==> config.mk <==
export PLATFORM = sky130hd
export DESIGN_NAME = wdog_timer
export DESIGN_NICKNAME = d
export VERILOG_FILES = /design/src/rtl/wdog_pkg.sv /design/src/rtl/wdog_regs.sv /design/src/rtl/wdog_counter.sv /design/src/rtl/wdog_rdmux.sv /design/src/rtl/wdog_timer.sv
export SDC_FILE = /design/constraint.sdc
export NUM_CORES = 1
export LEC_CHECK = 0
export BUFFER_PORTS_ARGS = -buffer_cell sky130_fd_sc_hd__buf_2
export CORE_AREA = 3 3 101 103
export CTS_BUF_LIST = sky130_fd_sc_hd__clkbuf_2 sky130_fd_sc_hd__clkbuf_4 sky130_fd_sc_hd__clkbuf_8
export CTS_CLUSTER_SIZE = 25
export DETAILED_ROUTE_END_ITERATION = 10
export DIE_AREA = 0 0 104 106
export HOLD_SLACK_MARGIN = 0.12
export PLACE_DENSITY = 0.77
export SLEW_MARGIN = 20
export SYNTH_ARGS = -nofsm -noshare
export SYNTH_HDL_FRONTEND = slang
export SYNTH_SLANG_ARGS = --single-unit
==> constraint.sdc <==
create_clock -name clk_i -period 2.45 [get_ports clk_i]
set_clock_uncertainty 0.1 [all_clocks]
set_input_delay 0.49 -clock clk_i [delete_from_list [all_inputs] [get_ports clk_i]]
set_output_delay 0.49 -clock clk_i [all_outputs]
set_load 0.02 [all_outputs]
==> src/rtl/wdog_pkg.sv <==
package wdog_pkg;
  localparam int AW = 12;
  localparam int DW = 32;

  localparam logic [AW-1:0] A_RELOAD = 12'h000;
  localparam logic [AW-1:0] A_COUNT  = 12'h004;
  localparam logic [AW-1:0] A_CTRL   = 12'h008;
  localparam logic [AW-1:0] A_CLR    = 12'h00C;
  localparam logic [AW-1:0] A_RAW    = 12'h010;
  localparam logic [AW-1:0] A_MSK    = 12'h014;
  localparam logic [AW-1:0] A_LOCK   = 12'hC00;
  localparam logic [AW-1:0] A_ID     = 12'hFE0;

  localparam logic [DW-1:0] UNLOCK_KEY = 32'h1ACCE551;
  localparam logic [DW-1:0] ID_VAL     = 32'h00141805;

  // bit 1: reset stage armed, bit 0: count + interrupt enable
  typedef struct packed {
    logic rst_en;
    logic run_en;
  } ctrl_t;
endpackage

==> src/rtl/wdog_regs.sv <==
module wdog_regs
  import wdog_pkg::*;
#(
  parameter int CW = 32
) (
  input  logic          clk_i,
  input  logic          rst_ni,
  input  logic [AW-1:0] addr_i,
  input  logic          we_i,
  input  logic [DW-1:0] wdata_i,
  output logic          locked_o,
  output ctrl_t         ctrl_o,
  output logic [CW-1:0] reload_o,
  output logic          load_o,
  output logic [CW-1:0] load_val_o,
  output logic          clr_o
);
  logic wr_ok;

  assign wr_ok = we_i && !locked_o;

  always_ff @(posedge clk_i or negedge rst_ni) begin
    if (!rst_ni) begin
      locked_o <= 1'b0;
      ctrl_o   <= '0;
      reload_o <= '1;
    end else begin
      if (we_i && addr_i == A_LOCK) locked_o <= (wdata_i != UNLOCK_KEY);
      if (wr_ok && addr_i == A_CTRL) ctrl_o <= ctrl_t'(wdata_i[1:0]);
      if (wr_ok && addr_i == A_RELOAD) reload_o <= wdata_i[CW-1:0];
    end
  end

  assign clr_o      = wr_ok && addr_i == A_CLR;
  assign load_o     = clr_o || (wr_ok && addr_i == A_RELOAD);
  // reload write takes effect on the counter in the same edge
  assign load_val_o = (addr_i == A_RELOAD) ? wdata_i[CW-1:0] : reload_o;
endmodule

==> src/rtl/wdog_counter.sv <==
module wdog_counter #(
  parameter int CW = 32
) (
  input  logic          clk_i,
  input  logic          rst_ni,
  input  logic          run_i,
  input  logic          rst_en_i,
  input  logic          load_i,
  input  logic [CW-1:0] load_val_i,
  input  logic [CW-1:0] reload_i,
  input  logic          clr_i,
  output logic [CW-1:0] count_o,
  output logic          pend_o,
  output logic          sys_rst_o
);
  logic expire;

  assign expire = run_i && !load_i && (count_o == '0);

  always_ff @(posedge clk_i or negedge rst_ni) begin
    if (!rst_ni) begin
      count_o   <= '1;
      pend_o    <= 1'b0;
      sys_rst_o <= 1'b0;
    end else begin
      if (load_i)          count_o <= load_val_i;
      else if (expire)     count_o <= reload_i;
      else if (run_i)      count_o <= count_o - 1'b1;

      if (clr_i)           pend_o <= 1'b0;
      else if (expire)     pend_o <= 1'b1;

      if (expire && pend_o && rst_en_i) sys_rst_o <= 1'b1;
    end
  end
endmodule

==> src/rtl/wdog_rdmux.sv <==
module wdog_rdmux
  import wdog_pkg::*;
#(
  parameter int CW = 32
) (
  input  logic [AW-1:0] addr_i,
  input  logic          locked_i,
  input  ctrl_t         ctrl_i,
  input  logic [CW-1:0] reload_i,
  input  logic [CW-1:0] count_i,
  input  logic          pend_i,
  output logic [DW-1:0] rdata_o
);
  always_comb begin
    rdata_o = '0;
    unique case (addr_i)
      A_RELOAD: rdata_o[CW-1:0] = reload_i;
      A_COUNT:  rdata_o[CW-1:0] = count_i;
      A_CTRL:   rdata_o[1:0]    = ctrl_i;
      A_RAW:    rdata_o[0]      = pend_i;
      A_MSK:    rdata_o[0]      = pend_i & ctrl_i.run_en;
      A_LOCK:   rdata_o[0]      = locked_i;
      A_ID:     rdata_o         = ID_VAL;
      default:  rdata_o         = '0;
    endcase
  end
endmodule

==> src/rtl/wdog_timer.sv <==
module wdog_timer
  import wdog_pkg::*;
#(
  parameter int CW = 32
) (
  input  logic          clk_i,
  input  logic          rst_ni,
  input  logic [11:0]   addr_i,
  input  logic          we_i,
  input  logic [31:0]   wdata_i,
  output logic [31:0]   rdata_o,
  output logic          irq_o,
  output logic          sys_rst_o
);
  logic          locked_q;
  ctrl_t         ctrl_q;
  logic [CW-1:0] reload_q;
  logic          load;
  logic [CW-1:0] load_val;
  logic          clr;
  logic [CW-1:0] count_q;
  logic          pend_q;

  wdog_regs #(.CW(CW)) u_regs (
    .clk_i, .rst_ni, .addr_i, .we_i, .wdata_i,
    .locked_o(locked_q), .ctrl_o(ctrl_q), .reload_o(reload_q),
    .load_o(load), .load_val_o(load_val), .clr_o(clr)
  );

  wdog_counter #(.CW(CW)) u_cnt (
    .clk_i, .rst_ni,
    .run_i(ctrl_q.run_en), .rst_en_i(ctrl_q.rst_en),
    .load_i(load), .load_val_i(load_val), .reload_i(reload_q), .clr_i(clr),
    .count_o(count_q), .pend_o(pend_q), .sys_rst_o
  );

  wdog_rdmux #(.CW(CW)) u_rd (
    .addr_i, .locked_i(locked_q), .ctrl_i(ctrl_q), .reload_i(reload_q),
    .count_i(count_q), .pend_i(pend_q), .rdata_o
  );

  assign irq_o = pend_q & ctrl_q.run_en;
endmodule

==> results of run 1 <==
-- worst paths after layout --
check                                        startpoint                              end  slack (ns)  cells past startpoint
max                        u_cnt.count_o[1]$_DFFE_PN1P_     u_cnt.count_o[3]$_DFFE_PN1P_        0.06                      9
min in group asynchronous                        rst_ni      u_regs.locked_o$_DFFE_PN0P_        0.58                      3
min reg2reg                 u_cnt.sys_rst_o$_DFFE_PN0P_      u_cnt.sys_rst_o$_DFFE_PN0P_        0.40                      1
max in group asynchronous                        rst_ni    u_cnt.count_o[12]$_DFFE_PN1P_        1.32                      3
max reg2reg                u_cnt.count_o[1]$_DFFE_PN1P_     u_cnt.count_o[3]$_DFFE_PN1P_        0.06                      9
min                                         wdata_i[13]  u_regs.reload_o[13]$_DFFE_PN1P_        0.29                      2
-- power by group --
group          switching, mW  total [mW]  internal [mW]
Clock                  0.477        1.08          0.599
Sequential           0.00295        1.15           1.15
Combinational          0.113       0.193         0.0798
-- flip-flops by register name, summed over array words and instances, names as in the netlist --
name,cells
u_regs.reload_o,32
u_cnt.sys_rst_o,1
u_cnt.count_o,32
u_cnt.pend_o,1
u_regs.locked_o,1
u_regs.ctrl_o,2
-- area by class of cell --
type                    count  area share (%)
inverters                   5           0.311
repair buffers            127            16.0
well taps                 129            2.67
multi-input cells         385            47.4
flip-flops and latches     69            29.9
clock inverters             6            1.43
clock buffers              10            2.28
-- per-layer routing --
layer / vias to the layer above / track usage, %
met5: - / 0
met4: 0 / 8.26
met3: 32 / 5.46
met2: 234 / 42.1
met1: 2373 / 36.1
li1: 2164 / -
-- synthesized netlist by cell type, types with 3 or more instances --
master	count	area share [%]
clkbuf_1	22	1.7
clkbuf_8	8	2.2
inv_1	5	0.38
xor2_1	9	1.6
nand2_1	10	0.76
mux2_2	34	7.8
nor3_1	19	1.9
a21o_1	15	2.3
buf_1	6	0.46
nor4bb_1	5	1.0
and2_1	3	0.38
a22o_1	25	4.5
and4_1	4	0.71
dfrtp_1	5	2.5
or2_2	4	0.51
o221ai_1	8	1.4
a21oi_1	7	0.71
dfstp_2	64	34
nor4_1	18	2.3
nand4_1	7	0.89
a221o_1	5	1.0
o31a_2	5	1.0
mux2i_1	23	4.7
nor2b_1	3	0.38
nand3b_1	4	0.61
or3_1	3	0.38
nand3_1	53	5.4
o211ai_1	29	4.4
o31ai_1	3	0.46
nor3b_1	3	0.46
o21ai_0	33	3.4
xnor2_1	11	2.0
nor2_1	15	1.1
-- worst reg2reg max path, cell delays in order, from the launching register on --
cell and delay [ns]:
dfstp_2 0.54, buf_4 0.13, inv_1 0.04, ha_1 0.23, nor3b_2 0.20, and4_1 0.25
nand3_1 0.12, buf_4 0.28, mux2i_1 0.25, o221ai_1 0.15
-- cell families (layout without fill, tap and decap cells) --
| group | count (synthesis) | count (layout) | share of synthesized area (%) |
|---|---|---|---|
| buf+inv | 48 | 148 | 6.22 |
| mux | 57 | 57 | 12.5 |
| flops | 69 | 69 | 36.8 |
| xor+xnor | 20 | 20 | 3.57 |
| fa+ha+maj | 1 | 1 | 0.255 |
| simple gates | 162 | 162 | 18.9 |
| compound gates | 145 | 145 | 21.8 |
-- repair_timing --
| item | in CTS | in global routing |
|---|---|---|
| cloned | 0 | 2 |
| gates resized for setup | 2 | 40 |
| pin swaps | 0 | 2 |
| endpoints found under the hold margin | 5 | 0 |
| setup buffers | 0 | 5 |
| hold buffers | 1 | 0 |
| endpoints found under the setup margin | 2 | 48 |
==> impl_results.md, run 1 <==
- Status: completed
- Total CTS buffers: 9
- RSZ-0062 raised after global routing: true
- Count of flip-flops with a built-in enable after synthesis: 0
- Commonest non-fill, non-tap cell in the layout: dfstp_2
- Total Routed Length: 14900 um
- Metal2 WL: 7180 um
- Root Buffer: clkbuf_8
- Initial Util: about 53%
- Nature of the critical path startpoint: flip-flop
- Maximum vdd drop: ~210 uV
- Drt via density: 6.57
- Max frequency: between 0.4 and 0.5 GHz
- Antenna cells: 0
- Max Root-Sink Buffers: 2
- Pwr Total: around 2.4 mW
- Vias in the first global route: 4705
- Crit share post-route: 97.5%
- Vert. Die Dim: between 100 and 150 um
- Die area: 0.0110 mm^2
- I/O pin cnt: between 80 and 90
- Final Util: 65.0%
- Most frequent cells in the layout: dfstp_2 (64), buf_2 (56), buf_4 (54), nand3_1 (53), mux2_2 (34)
- Synthesized flop and latch total: 69
- Power per cell area: 401 mW/mm^2
- Leak: 2.38 nW
- WHS: 0.286 ns
- Max incr delay on CP: between 0.5 and 0.6 ns
- PortBufs: 80
- Worst skew pair latency: 0.36 ns
- Post-Synthesis Cells: 502
- Worst path required time: 2.60 ns
- Die width: 104 um
- Avg WL per Cell: 20.3 um
- Worst-path maximum fanout: 20
- Max-Cap Viols: 0
- Drt first pass iters: 5
- DRT iter0 DRCs: 353
- Setup violators final: 0
- CTS tree: yes
- Setup ws final: 0.0617 ns
- Primary FF master, synth: dfstp_2
- # DRC: 0
- Cell mode on critical path: buf_4
- Worst Path Arrival: 2.54 ns
- Placed cells: around 700
- Global-route wire length before repair: approximately 24000 um
- Final Net Count: 645
- Clock Sinks: 69
- Total GRT Usage: 26.4%
- Delay-heaviest family, CP: simple AND/OR/NAND/NOR gates
- Syn Area/Cell: roughly 9.8 um^2
- Vias post-DR: about 4800
- Post-DP HPWL: slightly below 10000 um
- H-tree depth: 3
- Syn_nets: 550
- Placed Area: 0.00558 mm^2
- Largest net degree at the start of global routing: 70
- # fillers: 754
- Antenna viol nets, final: 0
- Multi-input logic area: 0.00286 mm^2
- Worst Tran Pin Value: 0.499 ns
- Met1 wire length: 6310 um
- FF/Latch Area: 0.00181 mm^2
- Crit-path cells: buf_4 > inv_1 > ha_1 > nor3b_2 > and4_1 > nand3_1 > buf_4 > mux2i_1 > o221ai_1
- Worst-path clk slew: ~0.09 ns
- Slew headroom: 66.5%
- Final hold vios: 0
- Synth cell types: 60
- Mapped Area: 0.00491 mm^2
- Slew Limit Fails: 0
- Layout cells sized above 1: 43.9%
- Top Metal Used: met4
- Register area share after synthesis: 36.8%
- Min-delay worst type: in -> reg
- Warnings, synthesis: 0
- Ys async rst share: 100%
- Post-route insts no fill: between 700 and 800
- Slowest cell on the critical path: dfstp_2
- GRT Residual Overflow: 0
- Number of cell rows: 35
- Antenna violations before repair: 0
- Pre-CTS setup slack: -0.0113 ns
- Metal3 WL: roughly 1100 um
- Routability cong.: 0.901
- Critical path class: reg -> reg
- Crit. End Element: flip-flop
- WP buf/inv: 3
- Core ar.: 0.00928 mm^2
- Sum Neg Setup Slack: 0 ns
- Finished Cell Area: 0.00604 mm^2
- Tmin final: 2.39 ns
- Area growth, synth to finish: 22.9%
Note: power is estimated with default switching activity, not from simulation.
==> run 2, diff against run 1 <==
--- a/config.mk
+++ b/config.mk
@@ -6,13 +6,13 @@
 export NUM_CORES = 1
 export LEC_CHECK = 0
 export BUFFER_PORTS_ARGS = -buffer_cell sky130_fd_sc_hd__buf_2
-export CORE_AREA = 3 3 101 103
+export CORE_AREA = 3 3 108 110
 export CTS_BUF_LIST = sky130_fd_sc_hd__clkbuf_2 sky130_fd_sc_hd__clkbuf_4 sky130_fd_sc_hd__clkbuf_8
 export CTS_CLUSTER_SIZE = 25
 export DETAILED_ROUTE_END_ITERATION = 10
-export DIE_AREA = 0 0 104 106
+export DIE_AREA = 0 0 111 113
 export HOLD_SLACK_MARGIN = 0.12
-export PLACE_DENSITY = 0.77
+export PLACE_DENSITY = 0.69
 export SLEW_MARGIN = 20
 export SYNTH_ARGS = -nofsm -noshare
 export SYNTH_HDL_FRONTEND = slang
==> run 2 against run 1 <==
Clock power fell by 17%. Cell area fell by 3.1%. Final cell count increased by 0.55%. Largest power group unchanged. Critical path depth is 4 lower. Maximum frequency grew 1.3%. Combinational power about the same. First-iteration DRC count down 0.28%. Sequential share of layout area is 0.98 points higher.
==> impl_results.md, run 2 (synthesis gave the netlist of run 1 again) <==
- # DRC: 0 (unchanged)
- Commonest non-fill, non-tap cell in the layout: buf_2
- Post-DP HPWL: 10300 um (+4.1%)
- Slowest cell on the critical path: or4_4
- Max-Cap Viols: 0 (unchanged)
- Worst Tran Pin Value: 0.497 ns (-0.00189 ns)
- Critical path launch point: u_cnt.count_o[3]$_DFFE_PN1P_
- Max Root-Sink Buffers: 2 (unchanged)
- Pwr Total: 2.24 mW (-7.6%)
- Vert. Die Dim: 113 um (+6.6%)
- Vias post-DR: 4718 (-1.8%)
- Setup ws final: 0.0925 ns (+0.0308 ns)
- H-tree depth: 3 (unchanged)
- Worst-path clk slew: 0.08 ns (about the same)
- I/O pin cnt: 81 (unchanged)
- Worst Path Arrival: 2.52 ns (-0.02 ns)
- Routability cong.: 0.864 (-4.1%)
- Largest net degree at the start of global routing: 46 (-34%)
- Drt via density: 6.42 (-2.3%)
- CP endpoint: u_cnt.count_o[31]$_DFFE_PN1P_
- Most frequent cells in the layout: buf_2 (78), dfstp_2 (64), nand3_1 (52), buf_4 (35), mux2_2 (34)
- Flop-to-flop setup slack: 0.09 ns (+0.03 ns)
- Status: completed
- Pre-CTS setup slack: -0.0201 ns (-0.00876 ns)
- Die area: 0.0125 mm^2 (+14%)
- Antenna cells: 0 (unchanged)
- Root Buffer: clkbuf_8
- Core ar.: 0.0108 mm^2 (+16%)
- Placed Area: 0.00559 mm^2 (+0.16%)
- Total GRT Usage: 23.8% (-2.6 points)
- Max incr delay on CP: 0.53 ns (about the same)
- Die width: 111 um (+6.7%)
- Antenna violations before repair: 0 (unchanged)
- Crit-path cells: or4_4 > or3_1 > o41a_1 > a211oi_1 > o221ai_1
- Total CTS buffers: 9 (unchanged)
- PortBufs: 80 (unchanged)
- Placed cells: 719 (+1.7%)
- Final hold vios: 0 (unchanged)
- Max frequency: 0.424 GHz (+1.3%)
- Setup bufs post-CTS: 0 (unchanged)
- Worst path required time: 2.61 ns (about the same)
- Start of the worst register-to-register path: u_cnt.count_o[3]$_DFFE_PN1P_
- DRT iter0 DRCs: 352 (-0.28%)
- Tmin final: 2.36 ns (-0.0308 ns)
- Worst R2R Path Depth: 5 (-4)
- Leak: 2.32 nW (-2.7%)
- GRT Residual Overflow: 0 (unchanged)
- Avg WL per Cell: 20.2 um (-0.52%)
- Post-route insts no fill: 735 (+0.55%)
- Area growth, synth to finish: 19.1%
- Clock Sinks: 69 (unchanged)
- R2R Path End: u_cnt.count_o[31]$_DFFE_PN1P_
- Vias in the first global route: 4709 (+0.085%)
- Top Registers: u_cnt.count_o x32, u_regs.reload_o x32, u_regs.ctrl_o x2
- Min-delay worst type: in -> reg
- Number of cell rows: 38 (+8.6%)
- Min-delay src: addr_i[2]
- Finished Cell Area: 0.00585 mm^2 (-3.1%)
- Sum Neg Setup Slack: 0 ns (unchanged)
- Maximum vdd drop: 185 uV (-14%)
- Nature of the critical path startpoint: flip-flop
- Initial Util: 45.5% (-7.4 points)
- Layout cells sized above 1: 43.7% (-0.16 points)
- Worst skew pair latency: 0.35 ns (about the same)
- Slew headroom: 66.9% (+0.43 points)
- Drt first pass iters: 5 (unchanged)
- Global-route wire length before repair: 24200 um (+1.4%)
- Crit share post-route: 96.2% (-1.3 points)
- Setup violators final: 0 (unchanged)
- Final Net Count: 638 (-1.1%)
- WHS: 0.294 ns (+0.00791 ns)
- Final Util: 54.2% (-11 points)
- Antenna viol nets, final: 0 (unchanged)
- CTS tree: yes
- Slew Limit Fails: 0 (unchanged)
- Crit. End Element: flip-flop
- Power per cell area: 382 mW/mm^2 (-4.6%)
- Worst-path maximum fanout: 2 (-90%)
- Critical path class: reg -> reg
- Total Routed Length: 14900 um (about the same)
- RSZ-0062 raised after global routing: true
## run 2: cell types whose count changed in the layout (fill, tap and decap cells not counted), moves of 2 or more
cell / before / now
clkbuf_16: 2 / 0
buf_6: 7 / 0
bufinv_16: 2 / 0
buf_2: 56 / 78
clkbuf_4: 0 / 4
buf_4: 54 / 35
## run 2: worst min-delay path by stage
stage | to | slack (ns) | depth (start not counted)
floorplan | u_cnt.pend_o$_DFFE_PN0P_ | 0.09 | 0
global placement | u_cnt.sys_rst_o$_DFFE_PN0P_ | 0.37 | 1
detailed placement | u_cnt.sys_rst_o$_DFFE_PN0P_ | 0.38 | 1
CTS | u_cnt.pend_o$_DFFE_PN0P_ | 0.28 | 2
global route | u_regs.reload_o[28]$_DFFE_PN1P_ | 0.29 | 2
finish | u_cnt.pend_o$_DFFE_PN0P_ | 0.29 | 2
## run 2: power breakdown
group	leakage [nW]	total (mW)	internal, mW	switching (mW)
combinational	1.49	0.190	0.0750	0.115
clock	0.101	0.895	0.468	0.427
sequential	0.723	1.15	1.15	0.00323
## run 2: final cells by class
class	count	area (um^2)
fillers	970	4940
multi-input cells	385	2870
flip-flops and latches	69	1810
repair buffers	120	793
clock buffers	15	181
well taps	140	175
inverters	5	18.8
clock inverters	1	5.00
## run 2: timing repair
action	CTS	global route
hold buffers	0	0
gates resized for setup	3	16
gates cloned	0	0
endpoints found under the setup margin	6	48
pin swaps	0	1
## run 2: layer usage
layer	vias up	global-route usage [%]	share of wire, %
met1	2312	31.5	43
met5	-	2.75	0.36
met3	47	4.33	7.1
met2	224	38.8	47
li1	2133	-	-
met4	2	8.70	2.7
## run 2: worst max-delay path, delay by kind of cell (launching register included)
kind	cells	cell delay, ns
AND/OR/NAND/NOR	2	0.96
AO/OA/AOI/OAI	3	0.83
flip-flops	1	0.37
